--- src/rtl/boot_seq_pkg.sv ---
package boot_seq_pkg;

   typedef enum logic [1:0] {
      BK_BYTE = 2'd0,
      BK_HOST = 2'd1,
      BK_NONE = 2'd2
   } boot_kind_e;

   typedef enum logic [1:0] {
      ST_IDLE = 2'd0,
      ST_LOAD = 2'd1,
      ST_HOST = 2'd2,
      ST_RUN  = 2'd3
   } seq_state_e;

   typedef struct packed {
      boot_kind_e kind;
      logic       host_mode;
      logic       ext_start;
      logic       ack_drive;
   } boot_cfg_t;

   localparam int STRAP_W = 4;

endpackage

--- src/rtl/boot_mode_decode.sv ---
module boot_mode_decode
   import boot_seq_pkg::*;
(
   input  logic [STRAP_W-1:0] code,
   output boot_cfg_t          cfg
);
   // code bit 2 selects host mode, bit 3 picks passive acknowledge
   always_comb begin
      cfg = '{kind: BK_NONE, host_mode: 1'b0, ext_start: 1'b1, ack_drive: 1'b0};
      casez (code)
         4'b?000: begin
            cfg.kind      = BK_BYTE;
            cfg.ext_start = 1'b0;
         end
         4'b?100: begin
            cfg.kind      = BK_BYTE;
            cfg.host_mode = 1'b1;
            cfg.ext_start = 1'b0;
            cfg.ack_drive = ~code[3];
         end
         4'b?101: begin
            cfg.kind      = BK_HOST;
            cfg.host_mode = 1'b1;
            cfg.ext_start = 1'b0;
            cfg.ack_drive = ~code[3];
         end
         default: ;
      endcase
   end
endmodule

--- src/rtl/boot_byte_loader.sv ---
module boot_byte_loader #(
   parameter int WORD_W     = 24,
   parameter int BYTE_W     = 8,
   parameter int BOOT_WORDS = 32,
   parameter int BADDR_W    = 16,
   parameter int PADDR_W    = 14,
   parameter bit MSB_FIRST  = 1'b1
) (
   input  logic               clk,
   input  logic               rst_n,
   input  logic               run,
   output logic               br_req,
   output logic [BADDR_W-1:0] br_addr,
   input  logic [BYTE_W-1:0]  br_data,
   input  logic               br_rdy,
   output logic               pm_we,
   output logic [PADDR_W-1:0] pm_addr,
   output logic [WORD_W-1:0]  pm_wdata,
   output logic               done
);
   localparam int BPW    = WORD_W / BYTE_W;
   localparam int ASM_W  = WORD_W - BYTE_W;
   localparam int BIDX_W = (BPW > 2) ? $clog2(BPW) : 1;
   localparam int WCNT_W = $clog2(BOOT_WORDS);
   localparam logic [BIDX_W-1:0] BIDX_LAST = BIDX_W'(BPW - 1);
   localparam logic [WCNT_W-1:0] WCNT_LAST = WCNT_W'(BOOT_WORDS - 1);

   logic [BADDR_W-1:0] addr_q;
   logic [BIDX_W-1:0]  bidx_q;
   logic [WCNT_W-1:0]  wcnt_q;
   logic [ASM_W-1:0]   asm_q;
   logic [WORD_W-1:0]  asm_nx;
   logic [ASM_W-1:0]   asm_keep;
   logic               we_q;
   logic [PADDR_W-1:0] waddr_q;
   logic [WORD_W-1:0]  wdata_q;
   logic               fin_q;
   logic               hs;

   // byte order variant
   generate
      if (MSB_FIRST) begin : g_msb_first
         assign asm_nx   = {asm_q, br_data};
         assign asm_keep = asm_nx[ASM_W-1:0];
      end else begin : g_lsb_first
         assign asm_nx   = {br_data, asm_q};
         assign asm_keep = asm_nx[WORD_W-1:BYTE_W];
      end
   endgenerate

   assign br_req = run & ~fin_q;
   assign hs     = br_req & br_rdy;

   always_ff @(posedge clk) begin
      if (!rst_n) begin
         addr_q  <= '0;
         bidx_q  <= '0;
         wcnt_q  <= '0;
         asm_q   <= '0;
         we_q    <= 1'b0;
         waddr_q <= '0;
         wdata_q <= '0;
         fin_q   <= 1'b0;
      end else begin
         we_q <= 1'b0;
         if (hs) begin
            addr_q <= addr_q + 1'b1;
            if (bidx_q == BIDX_LAST) begin
               bidx_q  <= '0;
               we_q    <= 1'b1;
               wdata_q <= asm_nx;
               waddr_q <= PADDR_W'(wcnt_q);
               wcnt_q  <= wcnt_q + 1'b1;
               if (wcnt_q == WCNT_LAST) fin_q <= 1'b1;
            end else begin
               bidx_q <= bidx_q + 1'b1;
               asm_q  <= asm_keep;
            end
         end
      end
   end

   assign br_addr  = addr_q;
   assign pm_we    = we_q;
   assign pm_addr  = waddr_q;
   assign pm_wdata = wdata_q;
   assign done     = fin_q;
endmodule

--- src/rtl/boot_host_watch.sv ---
module boot_host_watch #(
   parameter int PADDR_W = 14
) (
   input  logic               armed,
   input  logic               host_wr,
   input  logic [PADDR_W-1:0] host_addr,
   output logic               hit
);
   assign hit = armed & host_wr & (host_addr == '0);
endmodule

--- src/rtl/boot_seq_ctrl.sv ---
module boot_seq_ctrl
   import boot_seq_pkg::*;
#(
   parameter int WORD_W     = 24,
   parameter int BYTE_W     = 8,
   parameter int BOOT_WORDS = 32,
   parameter int BADDR_W    = 16,
   parameter int PADDR_W    = 14,
   parameter int SP_COUNT   = 4,
   parameter int IRQ_W      = 12,
   parameter bit MSB_FIRST  = 1'b1,
   parameter int INT_START  = 0,
   parameter int EXT_START  = 0
) (
   input  logic                clk,
   input  logic                rst_n,
   input  logic                strap_sel0,
   input  logic                strap_sel1,
   input  logic                strap_sel3,
   input  logic                pf_pin_in,
   output logic                pf_pin_out,
   output logic                pf_pin_oe,
   input  logic                core_flag_out,
   input  logic                core_flag_oe,
   output logic                core_flag_in,
   input  logic                bus_req,
   output logic                br_req,
   output logic [BADDR_W-1:0]  br_addr,
   input  logic [BYTE_W-1:0]   br_data,
   input  logic                br_rdy,
   output logic                pm_we,
   output logic [PADDR_W-1:0]  pm_addr,
   output logic [WORD_W-1:0]   pm_wdata,
   input  logic                host_wr,
   input  logic [PADDR_W-1:0]  host_addr,
   output logic                fetch_en,
   output logic                fetch_ext,
   output logic [PADDR_W-1:0]  fetch_addr,
   output logic                boot_done,
   output logic                host_mode,
   output logic                ack_drive_en,
   output logic [SP_COUNT-1:0] sp_force_empty,
   output logic [IRQ_W-1:0]    irq_mask_all,
   output logic                mstat_clear
);
   localparam int BPW = WORD_W / BYTE_W;
   localparam logic [PADDR_W-1:0] INT_PC = PADDR_W'(INT_START);
   localparam logic [PADDR_W-1:0] EXT_PC = PADDR_W'(EXT_START);

   // elaboration checks
   generate
      if (WORD_W % BYTE_W != 0 || BPW < 2) begin : g_bad_width
         $error("WORD_W must be a multiple of BYTE_W, at least two bytes");
      end
      if (BOOT_WORDS < 2 || (2 ** PADDR_W) < BOOT_WORDS) begin : g_bad_words
         $error("BOOT_WORDS must be >= 2 and fit in PADDR_W");
      end
      if ((2 ** BADDR_W) < BOOT_WORDS * BPW) begin : g_bad_baddr
         $error("BADDR_W too narrow for the boot image");
      end
      if (SP_COUNT < 1 || IRQ_W < 1) begin : g_bad_counts
         $error("SP_COUNT and IRQ_W must be positive");
      end
   endgenerate

   logic                in_reset;
   logic [STRAP_W-1:0]  strap_q;
   boot_cfg_t           cfg;
   seq_state_e          st_q, st_nx;
   logic                done_q;
   logic                ld_done;
   logic                host_hit;

   assign in_reset = ~rst_n;

   // strap capture window is the reset period only
   always_ff @(posedge clk) begin
      if (in_reset) strap_q <= {strap_sel3, pf_pin_in, strap_sel1, strap_sel0};
   end

   // shared pin goes back to the flag logic once reset ends
   assign pf_pin_out   = core_flag_out;
   assign pf_pin_oe    = core_flag_oe & rst_n;
   assign core_flag_in = pf_pin_in & rst_n;

   // reset-time forcing of core state
   generate
      for (genvar s = 0; s < SP_COUNT; s++) begin : g_sp
         assign sp_force_empty[s] = in_reset;
      end
      for (genvar q = 0; q < IRQ_W; q++) begin : g_irq
         assign irq_mask_all[q] = in_reset;
      end
   endgenerate
   assign mstat_clear = in_reset;

   boot_mode_decode u_decode (
      .code (strap_q),
      .cfg  (cfg)
   );

   boot_byte_loader #(
      .WORD_W     (WORD_W),
      .BYTE_W     (BYTE_W),
      .BOOT_WORDS (BOOT_WORDS),
      .BADDR_W    (BADDR_W),
      .PADDR_W    (PADDR_W),
      .MSB_FIRST  (MSB_FIRST)
   ) u_loader (
      .clk      (clk),
      .rst_n    (rst_n),
      .run      (st_q == ST_LOAD),
      .br_req   (br_req),
      .br_addr  (br_addr),
      .br_data  (br_data),
      .br_rdy   (br_rdy),
      .pm_we    (pm_we),
      .pm_addr  (pm_addr),
      .pm_wdata (pm_wdata),
      .done     (ld_done)
   );

   boot_host_watch #(
      .PADDR_W (PADDR_W)
   ) u_host (
      .armed     (st_q == ST_HOST),
      .host_wr   (host_wr),
      .host_addr (host_addr),
      .hit       (host_hit)
   );

   always_comb begin
      st_nx = st_q;
      case (st_q)
         ST_IDLE: begin
            if (cfg.kind == BK_NONE)     st_nx = ST_RUN;
            else if (!bus_req)           st_nx = (cfg.kind == BK_BYTE) ? ST_LOAD : ST_HOST;
         end
         ST_LOAD: if (ld_done)  st_nx = ST_RUN;
         ST_HOST: if (host_hit) st_nx = ST_RUN;
         default: ;
      endcase
   end

   always_ff @(posedge clk) begin
      if (in_reset) begin
         st_q   <= ST_IDLE;
         done_q <= 1'b0;
      end else begin
         st_q   <= st_nx;
         done_q <= (st_q != ST_RUN) && (st_nx == ST_RUN);
      end
   end

   assign fetch_en     = (st_q == ST_RUN);
   assign boot_done    = done_q;
   assign fetch_ext    = cfg.ext_start;
   assign fetch_addr   = cfg.ext_start ? EXT_PC : INT_PC;
   assign host_mode    = cfg.host_mode;
   assign ack_drive_en = cfg.ack_drive;
endmodule

--- config.mk ---
export PLATFORM = sky130hd
export DESIGN_NAME = boot_seq_ctrl
export DESIGN_NICKNAME = d
export VERILOG_FILES = /design/src/rtl/boot_seq_pkg.sv /design/src/rtl/boot_mode_decode.sv /design/src/rtl/boot_byte_loader.sv /design/src/rtl/boot_host_watch.sv /design/src/rtl/boot_seq_ctrl.sv
export SDC_FILE = /design/constraint.sdc
export NUM_CORES = 1
export LEC_CHECK = 0
export ABC_AREA = 1
export BUFFER_PORTS_ARGS = -buffer_cell sky130_fd_sc_hd__buf_2
export CAP_MARGIN = 5
export CELL_PAD_IN_SITES_DETAIL_PLACEMENT = 0
export CELL_PAD_IN_SITES_GLOBAL_PLACEMENT = 1
export CORE_UTILIZATION = 31
export CTS_BUF_LIST = sky130_fd_sc_hd__clkbuf_16
export DETAILED_ROUTE_END_ITERATION = 16
export PLACE_DENSITY_LB_ADDON = 0.1
export SETUP_SLACK_MARGIN = 0.3
export SYNTH_ARGS = -nofsm -noshare
export SYNTH_HDL_FRONTEND = slang
export SYNTH_SLANG_ARGS = --single-unit
export TNS_END_PERCENT = 10
--- constraint.sdc ---
create_clock -name clk -period 1.5 [get_ports clk]
set_input_delay 0.15 -clock clk [delete_from_list [all_inputs] [get_ports clk]]
set_output_delay 0.15 -clock clk [all_outputs]
set_load 0.005 [all_outputs]
==> After elaboration in Yosys (flattened, before gate mapping) <==
Index checks and enable logic that the tools add are counted.
{ "op_classes": {"addsub": 3, "eq_ne": 10, "n_mux": 12, "bitwise": 10, "n_reduce_logical": 12} }
{ "op_table": {"columns": ["cell", "n"], "rows": [
  ["16-bit by 1-bit adder with 16-bit output, second input constant", 1],
  ["14-bit zero test", 1],
  ["2-bit 2-to-1 mux", 6],
  ["2-bit equality test, second input constant", 5],
  ["1-bit AND", 6],
  ["3-bit equality test, second input constant", 2],
  ["2-bit one-hot mux with 3 select lines", 1],
  ["2-bit AND reduction", 3],
  ["5-bit by 1-bit adder with 5-bit output, second input constant", 1],
  ["5-bit equality test, second input constant", 1],
  ["2-bit zero test", 2],
  ["1-bit 2-to-1 mux", 4],
  ["1-bit NOT", 4],
  ["2-bit one-hot mux with 2 select lines", 1],
  ["2-bit OR reduction", 2],
  ["3-bit zero test", 1],
  ["3-bit AND reduction", 1],
  ["3-bit OR reduction", 1],
  ["2-bit by 1-bit adder with 2-bit output, second input constant", 1],
  ["2-bit by 1-bit equality test with 1-bit output, second input constant", 1],
  ["2-bit inequality test, second input constant", 1],
  ["1-bit logical AND", 1]
]} }
{ "word_totals": {"ff_bits": 77, "inputBits": 33} }

==> Depth between registers and ports, before layout <==
{ "logic_depth": {"ltp_word": 10, "ltp_mapped": 9} }

==> Modules after synthesis <==
A second synthesis with hierarchy kept.
{ "hier_totals": {"hier_cells": 488, "area_unflattened_um2": 3624.7} }
{ "by_module_without_submodules": {"columns": ["mod", "n_inst", "cells_per_inst", "area_each_um2"], "rows": [
  ["boot_byte_loader", 1, 375, 2902.8],
  ["boot_seq_ctrl", 1, 74, 568.0],
  ["boot_host_watch", 1, 29, 108.9],
  ["boot_mode_decode", 1, 10, 45.0]
]} }

==> Worst setup path before layout <==
Ideal clock, no wire load.
{ "synth_timing": {"kind": "input-to-reg", "start": "input port rst_n", "end": "register strap_q[0], enable pin", "setup_ns": 0.389, "arrival_time_ns": 1.105, "slack_ns": 0.006, "path_stages": 3, "path_cell_list": "clkbuf_1 > inv_1 > clkbuf_1"} }
{ "synth_lines": {"columns": ["item", "line_no", "source"], "rows": [
  ["start, declared", "boot_seq_ctrl.sv:16", "input logic rst_n,"],
  ["end signal, assigned", "boot_seq_ctrl.sv:78", "if (in_reset) strap_q <= {strap_sel3, pf_pin_in, strap_sel1, strap_sel0};"],
  ["end, declared", "boot_seq_ctrl.sv:67", "logic [STRAP_W-1:0] strap_q;"]
]} }
No word-level cell between the ends.

==> Worst setup path after layout <==
{ "layout_timing": {"start": "register strap_q[0]", "end": "output port ack_drive_en"} }
{ "layout_via": {"elab_chain_len": 3, "word_cells_on_any_way": 4, "cone_classes": "eq/ne (2); mux (1); reduce/logical (1)"} }
{ "layout_rtl": {"columns": ["item", "line_no", "source"], "rows": [
  ["3-bit equality test", "boot_mode_decode.sv:10", "casez (code)"],
  ["2-bit OR reduction (no line) (*)", null, null],
  ["1-bit 2-to-1 mux (*)", null, null],
  ["end, declared", "boot_seq_ctrl.sv:41", "output logic ack_drive_en,"]
]} }
Every way passes the cells marked *; elsewhere a longest branch is shown, timed or not.

==> run_results.csv <==
group,metric,value,unit
floorplanning,num_io_pins,128,
drt,wl_per_cell,12.5,um
worst_setup_path,worst-endpoint-arrival,1.29,ns
synthesis,synthTopCellsByArea,"dfxtp_1 (42%), nor2_1 (14%), buf_4 (8.9%)",
cts,cts-root-buf,"clkbuf_16",
drt,detail_route.first_pass.iterations,4,
timing,finalCritPeriodShare,95.7,%
final_layout,area_taken_by_flip_flops_and_latches,0.00160,sq mm
synthesis,synth-xor-area-share,0,%
synthesis,area_fraction_in_compound_gates_after_synthesis,10.6,%
timing,clock.fmax,0.697,GHz
timing,period_minus_slack,1.44,ns
timing,final-setup-viol-count,0,
pwr,pwr-share-clk,45.0,%
worst_setup_path,crit_path_cell_trace,"nor2_2, inv_1, nand2_2, inv_2, nor3_2, buf_2",
pwr,power.share.switching,24.4,%
cts,clock_tree.htree_level_count,3,
timing,worst_clock_skew_on_the_final_layout,0.00505,ns
cts,clk_path_buf_depth,2,
job,maxCapViolCount,0,
final_layout,flow.area_growth_from_synthesis,46.6,%
drt,num_vias,3261,
cts,tritoncts_num_sinks,77,
timing,grt_setup_unrepaired,"yes",
synthesis,synth_simple_gate_area_share,26.9,%
timing,worst_hold_slack,0.0553,ns
pwr,switchingPower,1210,uW
timing,hold_violations,0,
worst_setup_path,cpLargestDelayFamily,"flip-flops",
cts,clock_insertion_delay_worst_skew,0.34,ns
place,placement.io_buffers,102,
pwr,static_leakage,0.00241,uW
pwr,cell_internal_pwr,3740,uW
cts,path_clk_slew,0.06,ns
synthesis,synth.top_cell.area_share,42.4,%
pwr,power.share.combinational,10.6,%
synthesis,dominantRegCellSynth,"dfxtp_1",
synthesis,post_synth_fa_ha_maj_area_fraction,1.09,%
floorplanning,initial_standard_cell_utilization_of_the_core,31.8,%
drt,remaining_drc_errors,0,
place,placedInstanceArea,0.00397,sq mm
floorplanning,coreArea,0.0108,sq mm
synthesis,synth_enable_flop_cells,4,
place,place.detailed.hpwl,5750,um
pwr,sequential_share_of_power,44.4,%
synthesis,synth_top_family_by_area,"simple AND/OR/NAND/NOR gates",
final_layout,n_antenna_cell,0,
synthesis,synth_area_per_cell,7.31,sq um
global_routing,grt_antenna_before_repair,0,
global_routing,grt_start_max_net_pins,42,
hold_path,min-delay-path-class,"input pin to flip-flop",
synthesis,synth_warnings,0,
pwr,vdd_ir_drop_max,0.000688,V
drt,avg_vias_per_cell,4.47,
worst_setup_path,cp-end-kind,"output port",
synthesis,muxShareOfSynthArea,0,%
synthesis,synth.ff_latch_count,77,
outcome,status,"completed",
floorplanning,fp.dieArea,0.0115,sq mm
cts,cts_made_buffers,9,
global_routing,grt_first_pass_wirelength,14500,um
synthesis,synth.cells.most_frequent,"nor2_1 (129), dfxtp_1 (73), nand2_1 (58)",
drt,first_iter_violations,83,
synthesis,ys_types,27,
synthesis,syn_inst,471,
worst_setup_path,highest_cell_delay_on_the_worst_timing_path,0.40,ns
drt,routed_wirelength,9130,um
pwr,power_density,979,mW/mm^2
floorplanning,dieHeight,107,um
drt,ant_nets,0,
synthesis,synth_async_sr_flop_share,0,%
floorplanning,dieWidth,107,um
final_layout,multiInputGateArea,0.00186,sq mm
final_layout,final_design_area_no_fill,0.00505,sq mm
worst_setup_path,worstPathRequired,1.35,ns
synthesis,synth.largest_area_cell,"dfxtp_1",
floorplanning,site_rows,38,
final_layout,fillerInstances,1147,
synthesis,synth_area,0.00344,sq mm
synthesis,yosysSeqAreaShare,45.9,%
cts,cts_tree,"done",
worst_setup_path,critical_path_peak_fanout,3,
place,place_congestion,0.776,
final_layout,final_nets,623,
timing,report.final.slew_viol_count,0,
global_routing,grt_total_ovfl,0,
worst_setup_path,regToRegSetupSlack,0.11,ns
global_routing,grtUsageTotal,16.3,%
global_routing,number_of_global_route_vias_before_repair,3008,
worst_setup_path,critPathLaunchType,"flip-flop",
worst_setup_path,path_class,"flip-flop to output port",
synthesis,yosys.cell_count.top_type,"nor2_1",
worst_setup_path,critical_path.n_buffers_inverters,3,
worst_setup_path,critical-path-slowest-cell,"edfxtp_1",
final_layout,final_layout_size_suffix_gt1_share,45.1,%
-- worst paths after layout --
check | startpoint | endpoint | depth (start not counted)
max | strap_q[0] | ack_drive_en | 6
min | br_data[3] | u_loader.asm_q[3] | 3
max reg2reg | u_loader.done | u_loader.br_addr[10] | 8
min reg2reg | u_loader.pm_addr[2] | u_loader.pm_addr[2] | 2
-- flip-flops by register name, summed over array words and instances, names as in the netlist --
signal             flops
u_loader.pm_addr       5
u_loader.br_addr      16
u_loader.wcnt_q        5
u_loader.pm_wdata     24
u_loader.asm_q        16
u_loader.pm_we         1
boot_done              1
strap_q                4
u_loader.bidx_q        2
u_loader.done          1
st_q                   2
-- power groups by stage --
stage | Clock (uW) | Combinational, uW | Sequential, uW
detailed placement | 0 | 358 | 2220
global placement | 0 | 357 | 2220
floorplan | 0 | 279 | 2210
CTS | 2300 | 487 | 2190
finish | 2230 | 523 | 2200
global route | 2380 | 580 | 2200
-- per-layer routing --
metal	up-vias	share of wire, %	global-route usage (%)
li1	1669	-	-
met1	1507	45	19.7
met2	74	49	27.0
met3	11	5.1	5.51
met4	0	1.4	5.19
met5	-	0	0
-- worst reg2reg max path: cells and delay by family, from the launching register on --
kind / cells / cell delay, ns
buf+inv: 1 / 0.20
flops: 1 / 0.33
simple gates: 7 / 0.81
-- kinds of logic after synthesis --
| family | Yosys count |
|---|---|
| AO/OA/AOI/OAI | 71 |
| adder cells (fa/ha/maj) | 3 |
| buffers and inverters | 97 |
| flip-flops | 77 |
| other | 1 |
| AND/OR/NAND/NOR | 222 |
-- per-stage QoR --
stage / setup TNS, ns / utilization, % / cells / total power (uW) / worst slack, ns
6_report: 0 / 46.6 / 730 / 4940 / 0.0645
2_1_floorplan: 0 / - / 493 / 2490 / 0.177
4_1_cts: -0.00785 / 44.2 / 724 / 4970 / -0.00785
3_3_place_gp: 0 / 36.6 / 693 / 2580 / 0.0738
3_5_place_dp: 0 / 36.6 / 693 / 2580 / 0.00986
5_1_grt: -0.0879 / 46.6 / 730 / 5170 / -0.0586
-- final cells by class --
type | count | area share (%)
clock buffers | 10 | 4.95
well taps | 140 | 3.47
multi-input cells | 320 | 36.8
repair buffers | 139 | 19.1
inverters | 40 | 3.22
clock inverters | 4 | 0.941
flip-flops and latches | 77 | 31.6
-- placed cells by master, fill, tap and decap left out, types with 8 or more instances in the layout --
cell type	synthesis	routed
clkbuf_16	0	12
buf_6	0	10
nor2_2	2	11
nand2_1	58	45
nor2_1	129	114
buf_4	41	15
conb_1	1	23
nor2_4	3	9
dfxtp_2	0	8
nand2_2	1	9
a21oi_1	16	10
inv_1	37	33
dfxtp_1	73	64
o21ai_2	0	45
buf_2	7	101
-- timing repair --
action	CTS	global route
setup endpoints to repair	72	78
hold buffers	4	0
gates cloned	2	2
endpoints found under the hold margin	4	0
pin swaps	122	137
resized for setup	153	47
setup buffers	11	4
Power figures use the tool's default switching activity.
